[config.mk]
export PLATFORM = sky130hd
export DESIGN_NAME = sgdma_engine
export DESIGN_NICKNAME = d
export VERILOG_FILES = /design/src/rtl/sgdma_pkg.sv /design/src/rtl/sgdma_ctrl.sv /design/src/rtl/sgdma_dpath.sv /design/src/rtl/sgdma_engine.sv
export SDC_FILE = /design/constraint.sdc
export NUM_CORES = 1
export LEC_CHECK = 0
export BUFFER_PORTS_ARGS = -buffer_cell sky130_fd_sc_hd__buf_4
export CAP_MARGIN = 20
export CORE_ASPECT_RATIO = 2
export CORE_MARGIN = 1.5
export CORE_UTILIZATION = 59
export CTS_BUF_LIST = sky130_fd_sc_hd__clkbuf_4
export DETAILED_ROUTE_END_ITERATION = 10
export PLACE_DENSITY = 0.93
export SLEW_MARGIN = 20
export SYNTH_ARGS = -nofsm -noshare
export SYNTH_HDL_FRONTEND = slang
export SYNTH_SLANG_ARGS = --single-unit
[constraint.sdc]
create_clock -name clk -period 8.2 [get_ports clk]
set_clock_uncertainty 0.05 [all_clocks]
set_input_delay 0.41 -clock clk [delete_from_list [all_inputs] [get_ports clk]]
set_output_delay 0.41 -clock clk [all_outputs]
set_load 0.02 [all_outputs]
[src/rtl/sgdma_pkg.sv]
package sgdma_pkg;

  localparam int DESC_BYTES = 8;
  localparam int ADDR_W     = 32;
  localparam int LEN_W      = 16;

  localparam logic [1:0] ACT_XFER = 2'b10;
  localparam logic [1:0] ACT_LINK = 2'b11;

  localparam logic [1:0] ERRST_STOP  = 2'd0;
  localparam logic [1:0] ERRST_FETCH = 2'd1;
  localparam logic [1:0] ERRST_XFER  = 2'd3;

  typedef enum logic [3:0] {
    ST_IDLE, ST_FETCH0, ST_FETCH1, ST_CHECKV, ST_EVAL,
    ST_MOVE_REQ, ST_MOVE_WAIT, ST_STEP, ST_CHECK, ST_PAUSED
  } walkState_t;

  // control -> datapath strobes
  typedef struct packed {
    logic loadStart;
    logic latchW0;
    logic latchW1;
    logic chunkDone;
    logic ptrStep;
    logic ptrLink;
    logic markInvalid;
    logic markMismatch;
    logic markFinal;
    logic markIntr;
  } strobe_t;

  // datapath -> control conditions
  typedef struct packed {
    logic valid;
    logic isLink;
    logic intAttr;
    logic moreData;
    logic finish;
    logic mismatch;
  } flags_t;

endpackage

[src/rtl/sgdma_ctrl.sv]
module sgdma_ctrl
  import sgdma_pkg::*;
(
  input  logic    clk,
  input  logic    rstN,
  input  logic    start,
  input  logic    contReq,
  input  logic    adma32Mode,
  input  logic    memRdAck,
  input  logic    mvReady,
  input  logic    mvDone,
  input  flags_t  flg,
  output strobe_t stb,
  output logic    memRdReq,
  output logic    memRdSel,
  output logic    mvValid,
  output logic    busy,
  output logic    paused
);

  walkState_t st, stNext;

  always_ff @(posedge clk or negedge rstN) begin
    if (!rstN) st <= ST_IDLE;
    else       st <= stNext;
  end

  always_comb begin
    stNext   = st;
    stb      = '0;
    memRdReq = 1'b0;
    memRdSel = 1'b0;
    mvValid  = 1'b0;
    unique case (st)
      ST_IDLE: begin
        if (start) begin
          stb.loadStart = 1'b1;
          stNext        = ST_FETCH0;
        end
      end
      ST_FETCH0: begin
        memRdReq = 1'b1;
        if (memRdAck) begin
          stb.latchW0 = 1'b1;
          stNext      = ST_FETCH1;
        end
      end
      ST_FETCH1: begin
        memRdReq = 1'b1;
        memRdSel = 1'b1;
        if (memRdAck) begin
          stb.latchW1 = 1'b1;
          stNext      = ST_CHECKV;
        end
      end
      ST_CHECKV: begin
        if (!flg.valid) begin
          stb.markInvalid = 1'b1;
          stNext          = ST_IDLE;
        end else begin
          stNext = ST_EVAL;
        end
      end
      ST_EVAL: begin
        stNext = flg.moreData ? ST_MOVE_REQ : ST_STEP;
      end
      ST_MOVE_REQ: begin
        mvValid = 1'b1;
        if (mvReady) stNext = ST_MOVE_WAIT;
      end
      ST_MOVE_WAIT: begin
        if (mvDone) begin
          stb.chunkDone = 1'b1;
          stNext        = ST_EVAL;
        end
      end
      ST_STEP: begin
        if (flg.isLink) stb.ptrLink = 1'b1;
        else            stb.ptrStep = 1'b1;
        stNext = ST_CHECK;
      end
      ST_CHECK: begin
        if (flg.finish) begin
          stb.markMismatch = flg.mismatch;
          stb.markFinal    = 1'b1;
          stNext           = ST_IDLE;
        end else if (flg.intAttr) begin
          stb.markIntr = 1'b1;
          stNext       = ST_PAUSED;
        end else begin
          stNext = ST_FETCH0;
        end
      end
      ST_PAUSED: begin
        if (contReq && adma32Mode) stNext = ST_FETCH0;
      end
      default: stNext = ST_IDLE;
    endcase
  end

  assign busy   = (st != ST_IDLE);
  assign paused = (st == ST_PAUSED);

  AST_MOVE_HOLD: assert property (@(posedge clk) disable iff (!rstN)
    (mvValid && !mvReady) |=> mvValid);
  AST_READ_HOLD: assert property (@(posedge clk) disable iff (!rstN)
    (memRdReq && !memRdAck) |=> memRdReq);
  AST_PAUSE_HOLD: assert property (@(posedge clk) disable iff (!rstN)
    (paused && !(contReq && adma32Mode)) |=> paused);

endmodule

[src/rtl/sgdma_dpath.sv]
module sgdma_dpath
  import sgdma_pkg::*;
#(
  parameter int BLK_W = 12,
  parameter int CNT_W = 16
) (
  input  logic              clk,
  input  logic              rstN,
  input  strobe_t           stb,
  input  logic              memRdSel,
  input  logic [ADDR_W-1:0] tableBase,
  input  logic [BLK_W-1:0]  blkSize,
  input  logic [CNT_W-1:0]  blkCountIn,
  input  logic              blkCntEn,
  input  logic              irqAck,
  input  logic              errStatEn,
  input  logic              errSigEn,
  input  logic              dmaStatEn,
  input  logic              dmaSigEn,
  input  logic [31:0]       memRdData,
  output logic [ADDR_W-1:0] memRdAddr,
  output logic [ADDR_W-1:0] mvAddr,
  output logic [LEN_W:0]    mvBytes,
  output flags_t            flg,
  output logic [15:0]       statusWord,
  output logic              errIrq,
  output logic              dmaIrq
);

  localparam int XW = LEN_W + 1;

  logic [ADDR_W-1:0] descPtr, dAddr;
  logic [XW-1:0]     remLen;
  logic [BLK_W-1:0]  blkOff;
  logic [CNT_W-1:0]  blkCnt;
  logic              attrValid, attrEnd, attrInt;
  logic [1:0]        attrAct;
  logic [1:0]        errState;
  logic              mmBit, finalBit, intStat, errStat, dmaStat;

  logic [XW-1:0] room, chunk, fill;
  logic          blockFull, isTran, leftover, cntStop;
  logic          unusedRsvd;

  assign unusedRsvd = ^{memRdData[15:8], memRdData[7:6], memRdData[3]};

  // size of the next piece: limited by bytes left and room in the open block
  assign room      = XW'(blkSize) - XW'(blkOff);
  assign chunk     = (remLen < room) ? remLen : room;
  assign fill      = XW'(blkOff) + chunk;
  assign blockFull = (fill == XW'(blkSize));

  assign isTran   = (attrAct == ACT_XFER);
  assign leftover = isTran && (remLen != '0);
  assign cntStop  = blkCntEn && (blkCnt == '0);

  always_comb begin
    flg.valid    = attrValid;
    flg.isLink   = (attrAct == ACT_LINK);
    flg.intAttr  = attrInt;
    flg.moreData = leftover && !cntStop;
    flg.finish   = cntStop || attrEnd;
    flg.mismatch = leftover
                || (attrEnd && blkCntEn && (blkCnt != '0))
                || (cntStop && !attrEnd);
  end

  assign memRdAddr = descPtr + (memRdSel ? ADDR_W'(4) : ADDR_W'(0));
  assign mvAddr    = dAddr;
  assign mvBytes   = chunk;

  // descriptor and transfer progress
  always_ff @(posedge clk or negedge rstN) begin
    if (!rstN) begin
      descPtr   <= '0;
      dAddr     <= '0;
      remLen    <= '0;
      blkOff    <= '0;
      blkCnt    <= '0;
      attrValid <= 1'b0;
      attrEnd   <= 1'b0;
      attrInt   <= 1'b0;
      attrAct   <= 2'b00;
    end else begin
      if (stb.loadStart) begin
        descPtr <= tableBase;
        blkOff  <= '0;
        blkCnt  <= blkCountIn;
      end
      if (stb.latchW0) begin
        attrValid <= memRdData[0];
        attrEnd   <= memRdData[1];
        attrInt   <= memRdData[2];
        attrAct   <= memRdData[5:4];
        remLen    <= (memRdData[31:16] == '0) ? XW'(1) << LEN_W
                                              : XW'(memRdData[31:16]);
      end
      if (stb.latchW1) dAddr <= {memRdData[31:2], 2'b00};
      if (stb.chunkDone) begin
        dAddr  <= dAddr + ADDR_W'(chunk);
        remLen <= remLen - chunk;
        if (blockFull) begin
          blkOff <= '0;
          if (blkCntEn && (blkCnt != '0)) blkCnt <= blkCnt - 1'b1;
        end else begin
          blkOff <= BLK_W'(fill);
        end
      end
      if (stb.ptrStep) descPtr <= descPtr + ADDR_W'(DESC_BYTES);
      if (stb.ptrLink) descPtr <= dAddr;
    end
  end

  // status word and interrupt sources
  always_ff @(posedge clk or negedge rstN) begin
    if (!rstN) begin
      errState <= ERRST_STOP;
      mmBit    <= 1'b0;
      finalBit <= 1'b0;
      intStat  <= 1'b0;
      errStat  <= 1'b0;
      dmaStat  <= 1'b0;
    end else begin
      if (irqAck) begin
        intStat <= 1'b0;
        errStat <= 1'b0;
        dmaStat <= 1'b0;
      end
      if (stb.loadStart) begin
        finalBit <= 1'b0;
        mmBit    <= 1'b0;
      end
      if (stb.markInvalid) begin
        errState <= ERRST_FETCH;
        if (errStatEn) errStat <= 1'b1;
      end
      if (stb.markMismatch) begin
        mmBit    <= 1'b1;
        errState <= ERRST_XFER;
        if (errStatEn) errStat <= 1'b1;
      end
      if (stb.markFinal) finalBit <= 1'b1;
      if (stb.markIntr) begin
        intStat <= 1'b1;
        if (dmaStatEn) dmaStat <= 1'b1;
      end
    end
  end

  assign statusWord = {5'b0, finalBit, 1'b0, intStat, 5'b0, mmBit, errState};
  assign errIrq     = errSigEn && errStat;
  assign dmaIrq     = dmaSigEn && dmaStat;

  AST_CHUNK_NONZERO: assert property (@(posedge clk) disable iff (!rstN)
    (flg.moreData && blkSize != '0) |-> (chunk != '0));
  AST_START_CLEARS: assert property (@(posedge clk) disable iff (!rstN)
    stb.loadStart |=> (!statusWord[10] && !statusWord[2]));
  AST_CNT_HOLD_ZERO: assert property (@(posedge clk) disable iff (!rstN)
    (blkCnt == '0 && !stb.loadStart) |=> (blkCnt == '0));
  AST_LINK_ALIGN: assert property (@(posedge clk) disable iff (!rstN)
    stb.ptrLink |=> (descPtr[1:0] == 2'b00));

endmodule

[src/rtl/sgdma_engine.sv]
module sgdma_engine
  import sgdma_pkg::*;
#(
  parameter int BLK_W = 12,
  parameter int CNT_W = 16
) (
  input  logic              clk,
  input  logic              rstN,
  input  logic              start,
  input  logic [ADDR_W-1:0] tableBase,
  input  logic [BLK_W-1:0]  blkSize,
  input  logic [CNT_W-1:0]  blkCountIn,
  input  logic              blkCntEn,
  input  logic              dirRead,
  input  logic              adma32Mode,
  input  logic              contReq,
  input  logic              irqAck,
  input  logic              errStatEn,
  input  logic              errSigEn,
  input  logic              dmaStatEn,
  input  logic              dmaSigEn,
  output logic              memRdReq,
  output logic [ADDR_W-1:0] memRdAddr,
  input  logic              memRdAck,
  input  logic [31:0]       memRdData,
  output logic              mvValid,
  input  logic              mvReady,
  output logic [ADDR_W-1:0] mvAddr,
  output logic [LEN_W:0]    mvBytes,
  output logic              mvDirRead,
  input  logic              mvDone,
  output logic [15:0]       statusWord,
  output logic              errIrq,
  output logic              dmaIrq,
  output logic              busy,
  output logic              paused
);

  strobe_t stb;
  flags_t  flg;
  logic    memRdSel;

  sgdma_ctrl uCtrl (
    .clk(clk), .rstN(rstN), .start(start), .contReq(contReq),
    .adma32Mode(adma32Mode), .memRdAck(memRdAck), .mvReady(mvReady),
    .mvDone(mvDone), .flg(flg), .stb(stb), .memRdReq(memRdReq),
    .memRdSel(memRdSel), .mvValid(mvValid), .busy(busy), .paused(paused)
  );

  sgdma_dpath #(.BLK_W(BLK_W), .CNT_W(CNT_W)) uDpath (
    .clk(clk), .rstN(rstN), .stb(stb), .memRdSel(memRdSel),
    .tableBase(tableBase), .blkSize(blkSize), .blkCountIn(blkCountIn),
    .blkCntEn(blkCntEn), .irqAck(irqAck), .errStatEn(errStatEn),
    .errSigEn(errSigEn), .dmaStatEn(dmaStatEn), .dmaSigEn(dmaSigEn),
    .memRdData(memRdData), .memRdAddr(memRdAddr), .mvAddr(mvAddr),
    .mvBytes(mvBytes), .flg(flg), .statusWord(statusWord),
    .errIrq(errIrq), .dmaIrq(dmaIrq)
  );

  assign mvDirRead = dirRead;

endmodule

==> key figures, run 1 <==
Critical path
  – Crit end category: flop
  – Crit-path most repeated cell: ha_1
  – Worst setup path category: reg -> reg
  – Buf+Inv Stages, Crit Path: 4
  – RR Startpoint: uDpath.blkOff[1]$_DFFE_PN0P_
  – Crit. Startpoint: uDpath.blkOff[1]$_DFFE_PN0P_
  – Crit path launch type: flop
  – WP data required: 8.70 ns
  – Crit Path Max Fanout: 10
  – Worst path slowest cell: a21boi_0
  – Worst path top cell family by delay: compound AO/OA/AOI/OAI gates
  – Worst path max stage delay: 0.54 ns
  – WP data arrival: 8.31 ns

STA
  – Final Hold Vio Count: 0
  – FMAX: 0.128 GHz
  – Min Tclk post-route: 7.81 ns
  – Least-Margin Pin Slew: 1.07 ns
  – Final WS setup: 0.391 ns
  – # setup viols final: 0
  – Slew Viols, Final: 0
  – Max-slew headroom: 28.7%
  – Setup TNS: 0 ns
  – Setup repair after global routing missed its margin: no
  – Tcrit/Tclk final: 95.2%

Synthesis
  – Syn avg cell area: 8.04 µm²
  – Number of enable flip-flop cells after synthesis: 0
  – Yosys top cell area share: 28.2%
  – Syn. warnings: 0
  – Sequential-to-total area share from yosys stat: 28.2%
  – Synthesized instance count: 1,382
  – Most frequent cell after synthesis: nand2_1
  – Leading post-synthesis cells by cell area: dfrtp_1 (28%), ha_1 (8.7%), nand2_1 (5.9%)
  – Post-synth top flop: dfrtp_1
  – Synth unique cells: 86
  – Top cells by count, synth: nand2_1 (175), dfrtp_1 (125), nor2_1 (114)
  – Async set or reset register ratio after synthesis: 100%
  – Synth Register Bits: 125
  – Largest area contributor in the netlist: dfrtp_1
  – Synth Cell Area: 0.0111 mm²

Min path
  – Hold Startpoint: blkCountIn[2]
  – Worst Hold Class: in -> reg

Route
  – DR vias/cell: 6.63
  – Routed vias: 11,900
  – Initial DRC count: 799
  – Final WL: 39,700 µm
  – DRC viols: 0
  – TritonRoute pass-1 iters: 8
  – Antenna-violating nets left: 0
  – Routed length per instance: 22.0 µm

Global routing
  – Pin count of the biggest net entering global routing: 70
  – First-pass GRT wire length: 61,600 µm
  – Global Route Usage Sum: 40.7%
  – Vias in the first global route: 12,000
  – Initial antenna violation count: 1
  – Grt total ovfl: 0

Clocking
  – CTS tree: built
  – Clk_lat worst skew: 0.60 ns
  – Clk sinks: 125
  – Htree depth: 4
  – Root Buffer: clkbuf_4
  – Post-CTS Setup Bufs: 0
  – Clock Tree Buf Depth: 2
  – Worst-path clk slew: 0.13 ns
  – CTS buffer count: 17

Floorplan
  – Rows: 70
  – Horiz. Die Dim: 100 µm
  – Io pins: 211
  – CORE AREA: 0.0184 mm²
  – Die H: 197 µm
  – Die area: 0.0197 mm²
  – Initial Util: 60.4%

Place
  – Post-detail-place hpwl: 30,500 µm
  – Place WS: 0.281 ns
  – PortBufs: 197
  – Gpl congestion: 1.04
  – Placed cells: 1,752

Final layout
  – Final Non-Filler Cells: 1,801
  – Nets@finish: 1,761
  – Fin util: 71.7%
  – Share of post-route cells with drive strength above 1: 19.1%
  – Area Growth Syn to Fin: 18.8%

Status
  – Outcome: completed

Run
  – Max Cap Violations: 0
-- worst register-to-register path, delay by kind of cell, from the launching register on --
| family | cells | cell delay, ns |
|---|---|---|
| AO/OA/AOI/OAI | 13 | 3.62 |
| XOR/XNOR | 1 | 0.27 |
| adder cells (fa/ha/maj) | 3 | 0.95 |
| buffers and inverters | 4 | 0.65 |
| flip-flops | 1 | 0.46 |
| multiplexers | 2 | 0.81 |
| AND/OR/NAND/NOR | 5 | 0.93 |
-- state kept, by name, indices dropped and copies added, names as in the netlist, 2 cells and up --
name	count
uDpath.errState	2
uDpath.remLen	17
uDpath.mvAddr	32
uDpath.blkCnt	16
uDpath.descPtr	32
uDpath.blkOff	12
uDpath.attrAct	2
uCtrl.st	4
-- stage by stage --
stage          cell area (µm²)  hold slack, ns
5_1_grt                  13200         0.00841
6_report                 13200          0.0141
3_3_place_gp             12700           0.420
4_1_cts                  13200         0.00257
3_5_place_dp             12700           0.420
2_1_floorplan            11100          0.0644
-- metal layers --
layer  vias to the layer above  part of all wire [%]  GRT usage [%]
li1                       5340                     -              -
met1                      5692                    32           40.7
met2                       679                    53           73.0
met3                       229                   6.6           7.40
met4                         0                   8.3           30.6
met5                         -                     0              0
-- kinds of logic after synthesis --
logic type	Yosys count	share of synthesized area, %
AO/OA/AOI/OAI	371	22.8
XOR/XNOR	96	7.82
adder cells (fa/ha/maj)	81	9.39
buffers and inverters	162	6.43
flip-flops	125	28.2
multiplexers	37	3.49
other	1	0.0338
AND/OR/NAND/NOR	509	21.9
-- area by class of cell --
type | count | area (µm²)
Clock buffer | 18 | 135
Multi-Input combinational cell | 1105 | 7340
Tap cell | 216 | 270
Inverter | 81 | 304
Antenna cell | 1 | 2.50
Sequential cell | 125 | 3130
Clock inverter | 12 | 146
Timing Repair Buffer | 243 | 1870
Fill cell | 1454 | 5200
-- worst paths after layout --
check                                                 end  slack, ns  cells past startpoint
max reg2reg                   uDpath.blkCnt[12]$_DFF_PN0_       0.39                     28
min                            uDpath.blkCnt[2]$_DFF_PN0_       0.01                      3
max                           uDpath.blkCnt[12]$_DFF_PN0_       0.39                     28
min in group asynchronous     uDpath.blkCnt[11]$_DFF_PN0_       0.38                      2
max in group asynchronous  uDpath.descPtr[10]$_DFFE_PN0P_       6.24                      3
min reg2reg                uDpath.errState[0]$_DFFE_PN0P_       0.45                      1
-- repair_timing --
action / in CTS / in global routing
hold endpoints to repair: 75 / 0
hold buffers: 18 / 0
endpoints found under the setup margin: 0 / 24
gates resized for setup: 0 / 7
-- placed cells by master (no fill, tap or decap), types with 42 or more instances in the layout --
| master | n |
|---|---|
| nor2_1 | 114 |
| buf_4 | 225 |
| o21ai_0 | 81 |
| inv_1 | 81 |
| nand3_1 | 42 |
| a21oi_1 | 60 |
| xnor2_1 | 61 |
| dfrtp_1 | 125 |
| ha_1 | 77 |
| nand2_1 | 175 |
Power of run 1 is left out: the tool's default activity adds up to more than one toggle a clock period on the data nets, which glitch-free logic cannot reach.
==> inputs of run 2 (changes only) <==
CORE_ASPECT_RATIO = 0.5   (was 2)
TNS_END_PERCENT = 10   (was unset)
==> run 2 against run 1 <==
Net effect:
- sequential share of layout area rose by 0.22 points
- setup slack improved by 0.12 ns
- fmax rose by 1.5%
- count of clock-buffer cells in the layout fell by 1
- critical path depth fell by 3
- highest routed layer unchanged
==> key figures, run 2 (synthesized netlist as in run 1, its figures left out) <==
Critical path
  – Setup slack, reg-to-reg: 0.51 ns
  – Crit. Startpoint: uDpath.blkOff[0]$_DFFE_PN0P_
  – Buf+Inv Stages, Crit Path: 2
  – Worst setup endpoint: uDpath.blkCnt[9]$_DFF_PN0_
  – RR Startpoint: uDpath.blkOff[0]$_DFFE_PN0P_
  – Crit path launch type: flop
  – Worst path max stage delay: 0.44 ns
  – Crit end category: flop
  – WP data arrival: 8.08 ns
  – R2R depth: 25
  – Crit Path Max Fanout: 21
  – Worst setup path category: reg -> reg
  – Worst path depth: 25
  – Worst path slowest cell: fa_1
  – WP data required: 8.59 ns
  – FF-to-FF End: uDpath.blkCnt[9]$_DFF_PN0_
  – Worst path top cell family by delay: compound AO/OA/AOI/OAI gates

STA
  – # setup viols final: 0
  – Hold slack: 0.0284 ns
  – Tcrit/Tclk final: 93.8%
  – Max-slew headroom: 27.1%
  – Slew Viols, Final: 0
  – FMAX: 0.130 GHz
  – Final Hold Vio Count: 0
  – Setup repair after global routing missed its margin: yes
  – Least-Margin Pin Slew: 1.09 ns
  – Min Tclk post-route: 7.69 ns
  – Setup TNS: 0 ns

Place
  – Post-detail-place hpwl: 27,300 µm
  – Placed cells: 1,784
  – PortBufs: 197
  – Gpl congestion: 0.990

Route
  – DR vias/cell: 6.44
  – Routed length per instance: 20.1 µm
  – DRC viols: 0
  – TritonRoute pass-1 iters: 7
  – Routed vias: 11,700
  – Final WL: 36,700 µm
  – Antenna-violating nets left: 0
  – Initial DRC count: 1,299

Clocking
  – Worst-path clk slew: 0.14 ns
  – Clk sinks: 125
  – CTS buffer count: 17
  – Post-CTS Setup Bufs: 0
  – Clk_lat worst skew: 0.58 ns
  – CTS tree: built
  – Root Buffer: clkbuf_4
  – Htree depth: 4
  – Clock Tree Buf Depth: 2

Floorplan
  – Io pins: 211
  – Horiz. Die Dim: 197 µm
  – Initial Util: 60.3%
  – CORE AREA: 0.0184 mm²
  – Rows: 35
  – Die area: 0.0197 mm²
  – Die H: 100 µm

Global routing
  – Global Route Usage Sum: 37.2%
  – Pin count of the biggest net entering global routing: 66
  – First-pass GRT wire length: 57,800 µm
  – Initial antenna violation count: 0
  – Grt total ovfl: 0
  – Vias in the first global route: 11,000

Final layout
  – Area Growth Syn to Fin: 17.7%
  – Share of post-route cells with drive strength above 1: 19.0%
  – Number of diodes: 0
  – Fin util: 70.9%
  – Nets@finish: 1,740
  – Final Non-Filler Cells: 1,824
  – Most frequent cells in the layout: buf_4 (214), nand2_1 (175), dfrtp_1 (125)
  – Commonest non-fill, non-tap cell in the layout: buf_4

Run
  – Max Cap Violations: 0

Status
  – Outcome: completed

Min path
  – Hold path depth: 3
  – Worst Hold Class: in -> reg
-- run 2: changes by cell type in the layout (fill, tap and decap cells not counted), sizes merged --
cell and delta:
buf -11, dlygate4sd3 -10, inv +7, clkinv -2
bufinv -1, clkbuf -1, clkinvlp -1, diode -1
-- run 2: how the worst min path moves through the flow --
| stage | start | endpoint | slack (ns) |
|---|---|---|---|
| 2_1_floorplan | rstN | uCtrl.st[0]$_DFFE_PN0P_ | 0.06 |
| 5_1_grt | memRdData[2] | uDpath.attrInt$_DFFE_PN0P_ | 0.001 |
| 6_report | tableBase[23] | uDpath.descPtr[23]$_DFFE_PN0P_ | 0.03 |
| 3_5_place_dp | uDpath.errState[0]$_DFFE_PN0P_ | uDpath.errState[0]$_DFFE_PN0P_ | 0.43 |
| 3_3_place_gp | uDpath.mmBit$_DFFE_PN0P_ | uDpath.mmBit$_DFFE_PN0P_ | 0.42 |
| 4_1_cts | memRdData[0] | uDpath.attrValid$_DFFE_PN0P_ | 0.005 |
-- run 2: area by class of cell --
cell class / instances / area, µm²
fillers: 1459 / 5370
multi-input cells: 1105 / 7320
clock buffers: 17 / 128
repair buffers: 222 / 1690
well taps: 259 / 324
clock inverters: 15 / 176
inverters: 81 / 304
flip-flops and latches: 125 / 3130
-- run 2: worst register-to-register path: cells and delay by family, from the launching register on --
family	cells	cell delay [ns]
compound gates	13	3.80
fa+ha+maj	5	1.74
simple gates	4	1.03
flops	1	0.42
buf+inv	2	0.35
xor+xnor	1	0.19
-- run 2: through the flow --
stage	cell area [µm²]	worst slack [ns]
after floorplan	11100	1.26
after global placement	12700	0.504
after detailed placement	12700	0.205
after CTS	13000	0.307
after global routing	13100	-0.0889
final	13100	0.507
-- run 2: routing by layer --
layer / wire length (µm) / vias up / GRT usage (%)
li1: - / 5308 / -
met1: 14800 / 5552 / 49.1
met2: 16500 / 742 / 58.9
met3: 4010 / 138 / 9.24
met4: 1370 / 0 / 15.4
met5: 0 / - / 0
-- run 2: repair_timing --
item	4_1_cts	5_1_grt
endpoints found under the hold margin	70	3
endpoints found under the setup margin	0	30
resized for setup	0	5
hold buffers	5	3
Power of run 2 is left out for the same reason.
